File: src/rtl/phy_frame_pkg.sv
package phy_frame_pkg;

    localparam logic [7:0]  LEAD_BYTE     = 8'h00;
    localparam logic [15:0] CRC_POLY_REFL = 16'h8408;

    typedef enum logic [2:0] {
        TX_IDLE,
        TX_LEAD,
        TX_DELIM,
        TX_LENGTH,
        TX_BODY,
        TX_CHK_LO,
        TX_CHK_HI
    } tx_state_e;

    typedef enum logic [1:0] {
        RX_HUNT,
        RX_LENGTH,
        RX_BODY
    } rx_state_e;

    // One byte through the reflected CRC-16 register, low bit first.
    function automatic logic [15:0] crc16_step(input logic [15:0] crc_in,
                                               input logic [7:0]  data);
        logic [15:0] r;
        r = crc_in ^ {8'h00, data};
        for (int i = 0; i < 8; i++) begin
            r = r[0] ? ((r >> 1) ^ CRC_POLY_REFL) : (r >> 1);
        end
        return r;
    endfunction

endpackage

File: src/rtl/pf_byte_ram.sv
module pf_byte_ram #(
    parameter int AW = 7
) (
    input  logic          clk,
    input  logic          we,
    input  logic [AW-1:0] waddr,
    input  logic [7:0]    wdata,
    input  logic [AW-1:0] raddr,
    output logic [7:0]    rdata
);
    localparam int DEPTH = 1 << AW;

    logic [7:0] mem_q [DEPTH];

    always_ff @(posedge clk) begin
        if (we) begin
            mem_q[waddr] <= wdata;
        end
    end

    assign rdata = mem_q[raddr];

endmodule

File: src/rtl/pf_tx_framer.sv
module pf_tx_framer
    import phy_frame_pkg::*;
#(
    parameter int          PAYLOAD_MAX = 125,
    parameter int          LEAD_LEN    = 4,
    parameter logic [7:0]  DELIM       = 8'hA7,
    parameter int          AW          = 7
) (
    input  logic          clk,
    input  logic          rst_n,
    input  logic          start,
    input  logic [AW-1:0] len,
    output logic [AW-1:0] rd_addr,
    input  logic [7:0]    rd_data,
    output logic          out_valid,
    output logic [7:0]    out_data,
    input  logic          out_ready,
    output logic          done_irq
);
    localparam logic [AW-1:0] MAX_LEN  = AW'(PAYLOAD_MAX);
    localparam logic [AW-1:0] LEAD_END = AW'(LEAD_LEN - 1);

    typedef struct packed {
        tx_state_e     state;
        logic [AW-1:0] cnt;
        logic [AW-1:0] len;
        logic [15:0]   crc;
        logic          irq;
    } tx_regs_t;

    localparam tx_regs_t TX_RESET = '{state: TX_IDLE, cnt: '0, len: '0, crc: '0, irq: 1'b0};

    tx_regs_t q, d;
    logic     take;

    always_comb begin
        d        = q;
        d.irq    = 1'b0;
        take     = out_valid && out_ready;
        unique case (q.state)
            TX_IDLE: begin
                if (start && (len <= MAX_LEN)) begin
                    d.state = TX_LEAD;
                    d.cnt   = '0;
                    d.len   = len;
                    d.crc   = '0;
                end
            end
            TX_LEAD: begin
                if (take) begin
                    if (q.cnt == LEAD_END) begin
                        d.state = TX_DELIM;
                        d.cnt   = '0;
                    end else begin
                        d.cnt = q.cnt + AW'(1);
                    end
                end
            end
            TX_DELIM: begin
                if (take) d.state = TX_LENGTH;
            end
            TX_LENGTH: begin
                if (take) begin
                    d.cnt   = '0;
                    d.state = (q.len == '0) ? TX_CHK_LO : TX_BODY;
                end
            end
            TX_BODY: begin
                if (take) begin
                    d.crc = crc16_step(q.crc, rd_data);
                    if (q.cnt == q.len - AW'(1)) begin
                        d.state = TX_CHK_LO;
                    end else begin
                        d.cnt = q.cnt + AW'(1);
                    end
                end
            end
            TX_CHK_LO: begin
                if (take) d.state = TX_CHK_HI;
            end
            TX_CHK_HI: begin
                if (take) begin
                    d.state = TX_IDLE;
                    d.irq   = 1'b1;
                end
            end
            default: d = TX_RESET;
        endcase
    end

    always_comb begin
        unique case (q.state)
            TX_LEAD:   out_data = LEAD_BYTE;
            TX_DELIM:  out_data = DELIM;
            TX_LENGTH: out_data = 8'(q.len) + 8'd2;
            TX_BODY:   out_data = rd_data;
            TX_CHK_LO: out_data = q.crc[7:0];
            TX_CHK_HI: out_data = q.crc[15:8];
            default:   out_data = 8'h00;
        endcase
    end

    assign out_valid = (q.state != TX_IDLE);
    assign rd_addr   = q.cnt;
    assign done_irq  = q.irq;

    always_ff @(posedge clk) begin
        if (!rst_n) q <= TX_RESET;
        else        q <= d;
    end

endmodule

File: src/rtl/pf_rx_parser.sv
module pf_rx_parser
    import phy_frame_pkg::*;
#(
    parameter int         PAYLOAD_MAX = 125,
    parameter int         LEAD_MATCH  = 2,
    parameter logic [7:0] DELIM       = 8'hA7,
    parameter int         AW          = 7
) (
    input  logic          clk,
    input  logic          rst_n,
    input  logic          in_valid,
    input  logic [7:0]    in_data,
    output logic          wr_en,
    output logic [AW-1:0] wr_addr,
    output logic [7:0]    wr_data,
    output logic          done_irq,
    output logic          crc_ok,
    output logic [AW-1:0] pay_len
);
    localparam int            ZW        = $clog2(LEAD_MATCH + 1);
    localparam logic [ZW-1:0] Z_FULL    = ZW'(LEAD_MATCH);
    localparam logic [7:0]    TOTAL_MAX = 8'(PAYLOAD_MAX + 2);

    typedef struct packed {
        rx_state_e     state;
        logic [ZW-1:0] zrun;
        logic [AW-1:0] len;
        logic [AW-1:0] cnt;
        logic [15:0]   crc;
        logic          irq;
        logic          ok;
        logic [AW-1:0] plen;
    } rx_regs_t;

    localparam rx_regs_t RX_RESET = '{state: RX_HUNT, zrun: '0, len: '0, cnt: '0,
                                      crc: '0, irq: 1'b0, ok: 1'b0, plen: '0};

    rx_regs_t    q, d;
    logic [15:0] crc_next;

    always_comb begin
        d        = q;
        d.irq    = 1'b0;
        crc_next = crc16_step(q.crc, in_data);
        unique case (q.state)
            RX_HUNT: begin
                if (in_valid) begin
                    if ((in_data == DELIM) && (q.zrun == Z_FULL)) begin
                        d.state = RX_LENGTH;
                        d.zrun  = '0;
                    end else if (in_data == LEAD_BYTE) begin
                        if (q.zrun != Z_FULL) d.zrun = q.zrun + ZW'(1);
                    end else begin
                        d.zrun = '0;
                    end
                end
            end
            RX_LENGTH: begin
                if (in_valid) begin
                    if ((in_data < 8'd2) || (in_data > TOTAL_MAX)) begin
                        d.state = RX_HUNT;
                        d.zrun  = '0;
                    end else begin
                        d.state = RX_BODY;
                        d.len   = in_data[AW-1:0];
                        d.cnt   = '0;
                        d.crc   = '0;
                    end
                end
            end
            RX_BODY: begin
                if (in_valid) begin
                    if (q.cnt == q.len - AW'(1)) begin
                        // residue of payload plus appended check is zero on a match
                        d.state = RX_HUNT;
                        d.zrun  = '0;
                        d.irq   = 1'b1;
                        d.ok    = (crc_next == 16'h0000);
                        d.plen  = q.len - AW'(2);
                    end else begin
                        d.cnt = q.cnt + AW'(1);
                        d.crc = crc_next;
                    end
                end
            end
            default: d = RX_RESET;
        endcase
    end

    assign wr_en    = (q.state == RX_BODY) && in_valid;
    assign wr_addr  = q.cnt;
    assign wr_data  = in_data;
    assign done_irq = q.irq;
    assign crc_ok   = q.ok;
    assign pay_len  = q.plen;

    always_ff @(posedge clk) begin
        if (!rst_n) q <= RX_RESET;
        else        q <= d;
    end

endmodule

File: src/rtl/phy_frame_engine.sv
module phy_frame_engine #(
    parameter int         PAYLOAD_MAX = 125,
    parameter int         LEAD_LEN    = 4,
    parameter int         LEAD_MATCH  = 2,
    parameter logic [7:0] DELIM       = 8'hA7,
    localparam int        AW          = $clog2(PAYLOAD_MAX + 2)
) (
    input  logic          clk,
    input  logic          rst_n,
    input  logic          txb_we,
    input  logic [AW-1:0] txb_addr,
    input  logic [7:0]    txb_wdata,
    input  logic          tx_start,
    input  logic [AW-1:0] tx_len,
    output logic          txo_valid,
    output logic [7:0]    txo_data,
    input  logic          txo_ready,
    output logic          tx_irq,
    input  logic          rxi_valid,
    input  logic [7:0]    rxi_data,
    input  logic [AW-1:0] rxb_addr,
    output logic [7:0]    rxb_rdata,
    output logic          rx_irq,
    output logic          crc_valid,
    output logic [AW-1:0] rx_len
);
    logic [AW-1:0] tx_rd_addr;
    logic [7:0]    tx_rd_data;
    logic          rx_wr_en;
    logic [AW-1:0] rx_wr_addr;
    logic [7:0]    rx_wr_data;

    pf_byte_ram #(.AW(AW)) tx_buf_i (
        .clk   (clk),
        .we    (txb_we),
        .waddr (txb_addr),
        .wdata (txb_wdata),
        .raddr (tx_rd_addr),
        .rdata (tx_rd_data)
    );

    pf_tx_framer #(
        .PAYLOAD_MAX (PAYLOAD_MAX),
        .LEAD_LEN    (LEAD_LEN),
        .DELIM       (DELIM),
        .AW          (AW)
    ) tx_i (
        .clk       (clk),
        .rst_n     (rst_n),
        .start     (tx_start),
        .len       (tx_len),
        .rd_addr   (tx_rd_addr),
        .rd_data   (tx_rd_data),
        .out_valid (txo_valid),
        .out_data  (txo_data),
        .out_ready (txo_ready),
        .done_irq  (tx_irq)
    );

    pf_rx_parser #(
        .PAYLOAD_MAX (PAYLOAD_MAX),
        .LEAD_MATCH  (LEAD_MATCH),
        .DELIM       (DELIM),
        .AW          (AW)
    ) rx_i (
        .clk      (clk),
        .rst_n    (rst_n),
        .in_valid (rxi_valid),
        .in_data  (rxi_data),
        .wr_en    (rx_wr_en),
        .wr_addr  (rx_wr_addr),
        .wr_data  (rx_wr_data),
        .done_irq (rx_irq),
        .crc_ok   (crc_valid),
        .pay_len  (rx_len)
    );

    pf_byte_ram #(.AW(AW)) rx_buf_i (
        .clk   (clk),
        .we    (rx_wr_en),
        .waddr (rx_wr_addr),
        .wdata (rx_wr_data),
        .raddr (rxb_addr),
        .rdata (rxb_rdata)
    );

endmodule

File: config.mk
export PLATFORM = sky130hd
export DESIGN_NAME = phy_frame_engine
export DESIGN_NICKNAME = d
export VERILOG_FILES = /design/src/rtl/phy_frame_pkg.sv /design/src/rtl/pf_byte_ram.sv /design/src/rtl/pf_tx_framer.sv /design/src/rtl/pf_rx_parser.sv /design/src/rtl/phy_frame_engine.sv
export SDC_FILE = /design/constraint.sdc
export NUM_CORES = 2
export LEC_CHECK = 0
export BUFFER_PORTS_ARGS = -buffer_cell sky130_fd_sc_hd__buf_2
export CAP_MARGIN = 30
export CORE_UTILIZATION = 60
export DETAILED_ROUTE_END_ITERATION = 10
export GPL_TIMING_DRIVEN = 0
export HOLD_SLACK_MARGIN = 0.02
export PLACE_DENSITY = 0.76
export SLEW_MARGIN = 5
export SYNTH_ARGS = -nofsm -noshare
export SYNTH_HDL_FRONTEND = slang
export SYNTH_HIERARCHICAL = 1
export SYNTH_SLANG_ARGS = --single-unit
File: constraint.sdc
create_clock -name clk -period 6.94 [get_ports clk]
set_clock_uncertainty 0.2 [all_clocks]
set_input_delay 1.388 -clock clk [delete_from_list [all_inputs] [get_ports clk]]
set_output_delay 1.388 -clock clk [all_outputs]
set_load 0.005 [all_outputs]
# Word level (Yosys, flattened, before mapping)
# Memory sizes are Yosys's and may differ from the RTL's. A register that Yosys moved wholly into a read port is not among the register bits.
# Cells that the tools add are included.
# W data, S select, Z words.
# classes
magnitude_cmp	3
bitwise_logic	24
n_eq_ne	33
n_mux	59
n_addsub	7
n_reduce_logical	26
# ops
cell	n
$mux W16	17
$pmux W23 S3	1
$not A2 Y3	16
$pmux W16 S3	1
$pmux W8 S5	1
$pmux W7 S5	1
$mux W34	1
$mux W33	1
$mux W32	1
$xor A16 B8 Y16	2
$mux W10	3
$mux W30	1
$mux W7	4
$pmux W7 S2	2
$ne A2 B1 Y1 const B	12
$mux W23	1
$pmux W3 S7	1
$pmux W9 S2	1
$logic_not A16 Y1	1
$mux W3	5
$add A7 B1 Y7 const B	2
$eq A7 B7 Y1	2
$ne A2 B2 Y1 const B	7
$sub A7 B1 Y7 const B	2
36 further kinds	66
# totals
n_memories	2
register_bits	77
ramBits	2048
word_cells	167
# memory_table
memory	words	word_bits	read_ports	rd_clocked_by_memory_dff	write_ports	line_no	text
rx_buf_i.mem_q	128	8	1	0	1	pf_byte_ram.sv:13	logic [7:0] mem_q [DEPTH];
tx_buf_i.mem_q	128	8	1	1	1	pf_byte_ram.sv:13	

# Longest topological paths before layout
# depth
depth_word	21
depth_mapped	13

# Cells and area by module
# The synthesis kept the hierarchy.
# by_module_without_submodules
module	area_per_inst_um2	n_inst	seq_area_each_um2	cells_per_inst
pf_byte_ram	39505.4	2	30749.5	1627
pf_rx_parser	2526.2	1	860.8	279
pf_tx_framer	2391.0	1	680.7	303

# Worst setup path after synthesis
# OpenSTA, ideal clock, no wires.
# synth_timing
kind	in2out
from	input port rxb_addr[0]
to	output port rxb_rdata[0]
n_path_buf	2
path_stages	6
required_ns	5.352
arrival_ns	3.790
slack_ns	1.562
cell_sequence	clkbuf_1 buf_1 mux4_2 mux4_2 mux4_2 mux2_2
# synth_via
elab_chain_len	1
# synth_rtl
element	line_no	text
start: declaration	phy_frame_engine.sv:21	input logic [AW-1:0] rxb_addr,
$mem_v2 Z128 W8	-	
end: declaration	phy_frame_engine.sv:22	output logic [7:0] rxb_rdata,
# No other way between the ends.

==> flow_summary.toml <==
[die]
pin_count = 70
design.die.area_um2 = 141000
horizontal_die_dimension_um = 376
design.core.area_um2 = 138000
rows = 136
die_h_um = 376
start_util = 0.607

[pwr]
comb_power_share = 0.065
maximum_vdd_drop_mv = 0.258
power_switching_uw = 5740
p_seq_frac = 0.529
design_power_total_uw = 26700
p_int_uw = 20900
clkPwrFrac = 0.407
switching_share = 0.215
power.static_leakage_uw = 0.0288
power-per-cell-area_nw_per_um2 = 283

[timing]
final_critical_path_setup_slack_ps = 74.7
relSlewSlack = 0.282
grt_setup_unrepaired = "no"
finalHoldViolCount = 0
drv_slew = 0
period_needed_ps = 6870
totalNegativeSetupSlack_ps = 0
min_period_over_period = 0.989
worst_margin_pin_slew_ps = 1080
count_of_endpoints_failing_setup_in_the_final_report = 0
max_freq_mhz = 146

[clock_tree]
ctsHoldBuffers = 0
clock_sinks = 2125
cts_buffers = 205
cts_max_level = 4
cts_tree = "done"
clock_pin_slew_of_the_registers_on_the_worst_case_setup_and_hold_paths_ps = 60
post_cts_setup_buffer_count = 0
clockBufferDepth = 3
cts.root.buffer_cell = "clkbuf_16"
worst_skew_pair.late_latency_ps = 830

[setup_path]
cp_max_fo = 10
worst_r2r_path_depth = 12
critical_path_class = "reg2out"
crit-reg2reg-launch = "tx_i/rd_addr[2]"
timing.critical_path.cells = "buf_4 > buf_1 > buf_1 > mux4_2 > mux4_2 > mux4_2 > mux2_2 > a21oi_1 > a31oi_1 > nor2_1 > a21oi_1 > buf_2"
critical-path-max-stage-delay_ps = 730
worst_path_most_repeated_cell = "mux4_2"
cp-end-kind = "primary output"
critical_path_required_ps = 5350
rrSetupSlack_ps = 1700
worstSetupStartpointType = "flop"
worst_r2r_endpoint = "tx_i/q[8]"
crit_path_dat_ps = 5280
timing.critical_path.slowest_stage_cell = "buf_1"

[worst_hold_path]
hold_path_class = "reg2reg"
timing.hold.worst_path_depth = 2
timing.hold.worst.start = "rx_i/q[39]"
hold-path-endpoint = "rx_i/q[39]"

[logic_synthesis]
synth-async-reset-ratio = 0
synth_top_cell_area_share = 0.733
synth_common_cells = "edfxtp_1 (2048), mux4_2 (672), nor2_1 (264)"
synth_enable_flop_cells = 2048
synth.yosys.warnings = 6
most_instantiated_library_cell_after_synthesis = "edfxtp_1"
synth.ff_latch_count = 2125
syn_avg_cell_area_um2 = 21.9
syn-instance-count = 3836
synth_seq_area_share = 0.751
syn_nets = 3888
synth.top_cells.by_area = "edfxtp_1 (73%), mux4_2 (18%), dfxtp_1 (1.8%), nor2_1 (1.2%), buf_4 (0.47%)"
yosysTopAreaCell = "edfxtp_1"
synth_area_um2 = 83900
synth.distinct_cells = 68
synth-main-ff-cell = "edfxtp_1"

[place]
post_placement_worst_setup_slack_ps = 469
place.gp.congestion = 0.952
place_hpwl_um = 132000
placement.cell_area_um2 = 87500
io_buf_count = 58

[detailed_routing]
detail_route.drc_violations = 0
avgViaCountPerCell = 6.86
detail_route.first_pass.iterations = 9
drt.antenna.violating_nets = 0
via_count = 42700
totalWireLength_um = 209000
detail_route.wl_per_cell_um = 33.6
drtIter0Drc = 6505

[global_routing]
globalRouteTotalUtil = 0.298
first_pass_grt_wire_length_um = 298000
grt_antenna_before_repair = 13
grt_pass1_vias = 42100
pin_count_of_the_biggest_net_entering_global_routing = 93
globalRoute.totalOverflow = 0

[finish]
final_util = 0.682
final_design_area_no_fill_um2 = 94200
num-fill-cells = 8264
seq_area_um2 = 63000
proportion_of_layout_cells_with_a_drive_suffix_above_1 = 0.279
multi_input_area_um2 = 19700
final_nets = 4225
areaGrowthSynthToFinish_pct = 12.3

[job]
timing.max_cap.violations = 0

[status]
outcome = "finished clean"
metrics by stage:
step,cells,hold slack (ps)
after floorplan,3836,238
after global placement,5757,254
after detailed placement,5818,257
after CTS,6196,266
after global routing,6212,288
final,6223,262
power groups by stage:
stage	logic (µW)	clock network, µW	registers, µW
finish	1720	10800	14100
global route	1790	11400	14100
CTS	1690	10900	14100
detailed placement	1670	0	14400
global placement	1600	0	14400
floorplan	1030	0	14400
how the worst max path moves through the flow:
stage / endpoint / slack, ps / startpoint
2_1_floorplan: rxb_rdata[0] / 1560 / rxb_addr[0]
3_3_place_gp: rxb_rdata[1] / 470 / rxb_addr[1]
3_5_place_dp: rxb_rdata[1] / 470 / rxb_addr[2]
4_1_cts: txo_data[4] / 70 / tx_i/rd_addr[0]
5_1_grt: txo_data[4] / 10 / tx_i/rd_addr[0]
6_report: txo_data[7] / 70 / tx_i/rd_addr[2]
area by class of cell:
| class | instances | area share |
|---|---|---|
| clock inverters | 110 | 0.0109 |
| clock buffers | 268 | 0.0580 |
| repair buffers | 130 | 0.0147 |
| multi-input cells | 1457 | 0.209 |
| diodes | 16 | 0.000425 |
| plain buffers | 236 | 0.0127 |
| inverters | 18 | 0.000717 |
| well taps | 1863 | 0.0247 |
| flip-flops and latches | 2125 | 0.669 |
cells in the final DEF, fill, tap and decap left out, types with 8 or more instances in the layout:
cell,instances
nand4_1,13
xnor2_1,44
clkinv_2,28
edfxtp_1,2048
inv_1,16
o31ai_1,14
nor2b_1,35
clkbuf_16,209
clkinvlp_4,8
ha_1,9
clkinv_1,47
nor3_1,22
a21oi_1,29
o21ai_1,11
a22oi_1,14
buf_6,17
buf_4,74
diode_2,16
mux2i_1,8
xor2_1,30
bufinv_16,16
a22o_1,8
nor2_1,264
buf_1,39
dfxtp_1,77
o21ai_0,11
clkbuf_1,155
nand2_1,73
buf_8,27
nand3_1,75
buf_2,88
mux2_2,17
nand2b_1,11
buf_16,15
a21boi_0,11
mux4_2,672
state kept, by name, indices dropped and copies added (netlist names):
register,count
tx_i/q,26
rx_i/q,27
tx_buf_i/mem_q,1024
tx_i/done_irq,1
rx_i/crc_ok,1
tx_i/rd_addr,7
rx_i/done_irq,1
rx_i/pay_len,7
rx_i/wr_addr,7
rx_buf_i/mem_q,1024
timing repair:
action | 4_1_cts | 5_1_grt
endpoints found under the hold margin | 0 | 0
setup endpoints to repair | 1 | 2
resized for setup | 1 | 9
pin swaps | 0 | 0
logic make-up after synthesis:
family,synth area share
buf+inv,0.0148
flops,0.751
fa+ha+maj,0.00134
xor+xnor,0.00792
compound gates,0.0110
simple gates,0.0303
mux,0.184
worst max-delay path: cells and delay by family (launching register included):
family / cells / cell delay [ps]
simple gates: 1 / 110
flops: 1 / 330
compound gates: 3 / 270
mux: 4 / 1970
buf+inv: 4 / 1760
layer usage:
layer / track usage / vias to the layer above / routed length, µm
met5: 0 / - / 89
met4: 0.0844 / 10 / 6580
met3: 0.0880 / 450 / 28300
met2: 0.452 / 3179 / 97700
met1: 0.430 / 22300 / 76500
li1: - / 16700 / -
Power figures use the tool's default switching activity.
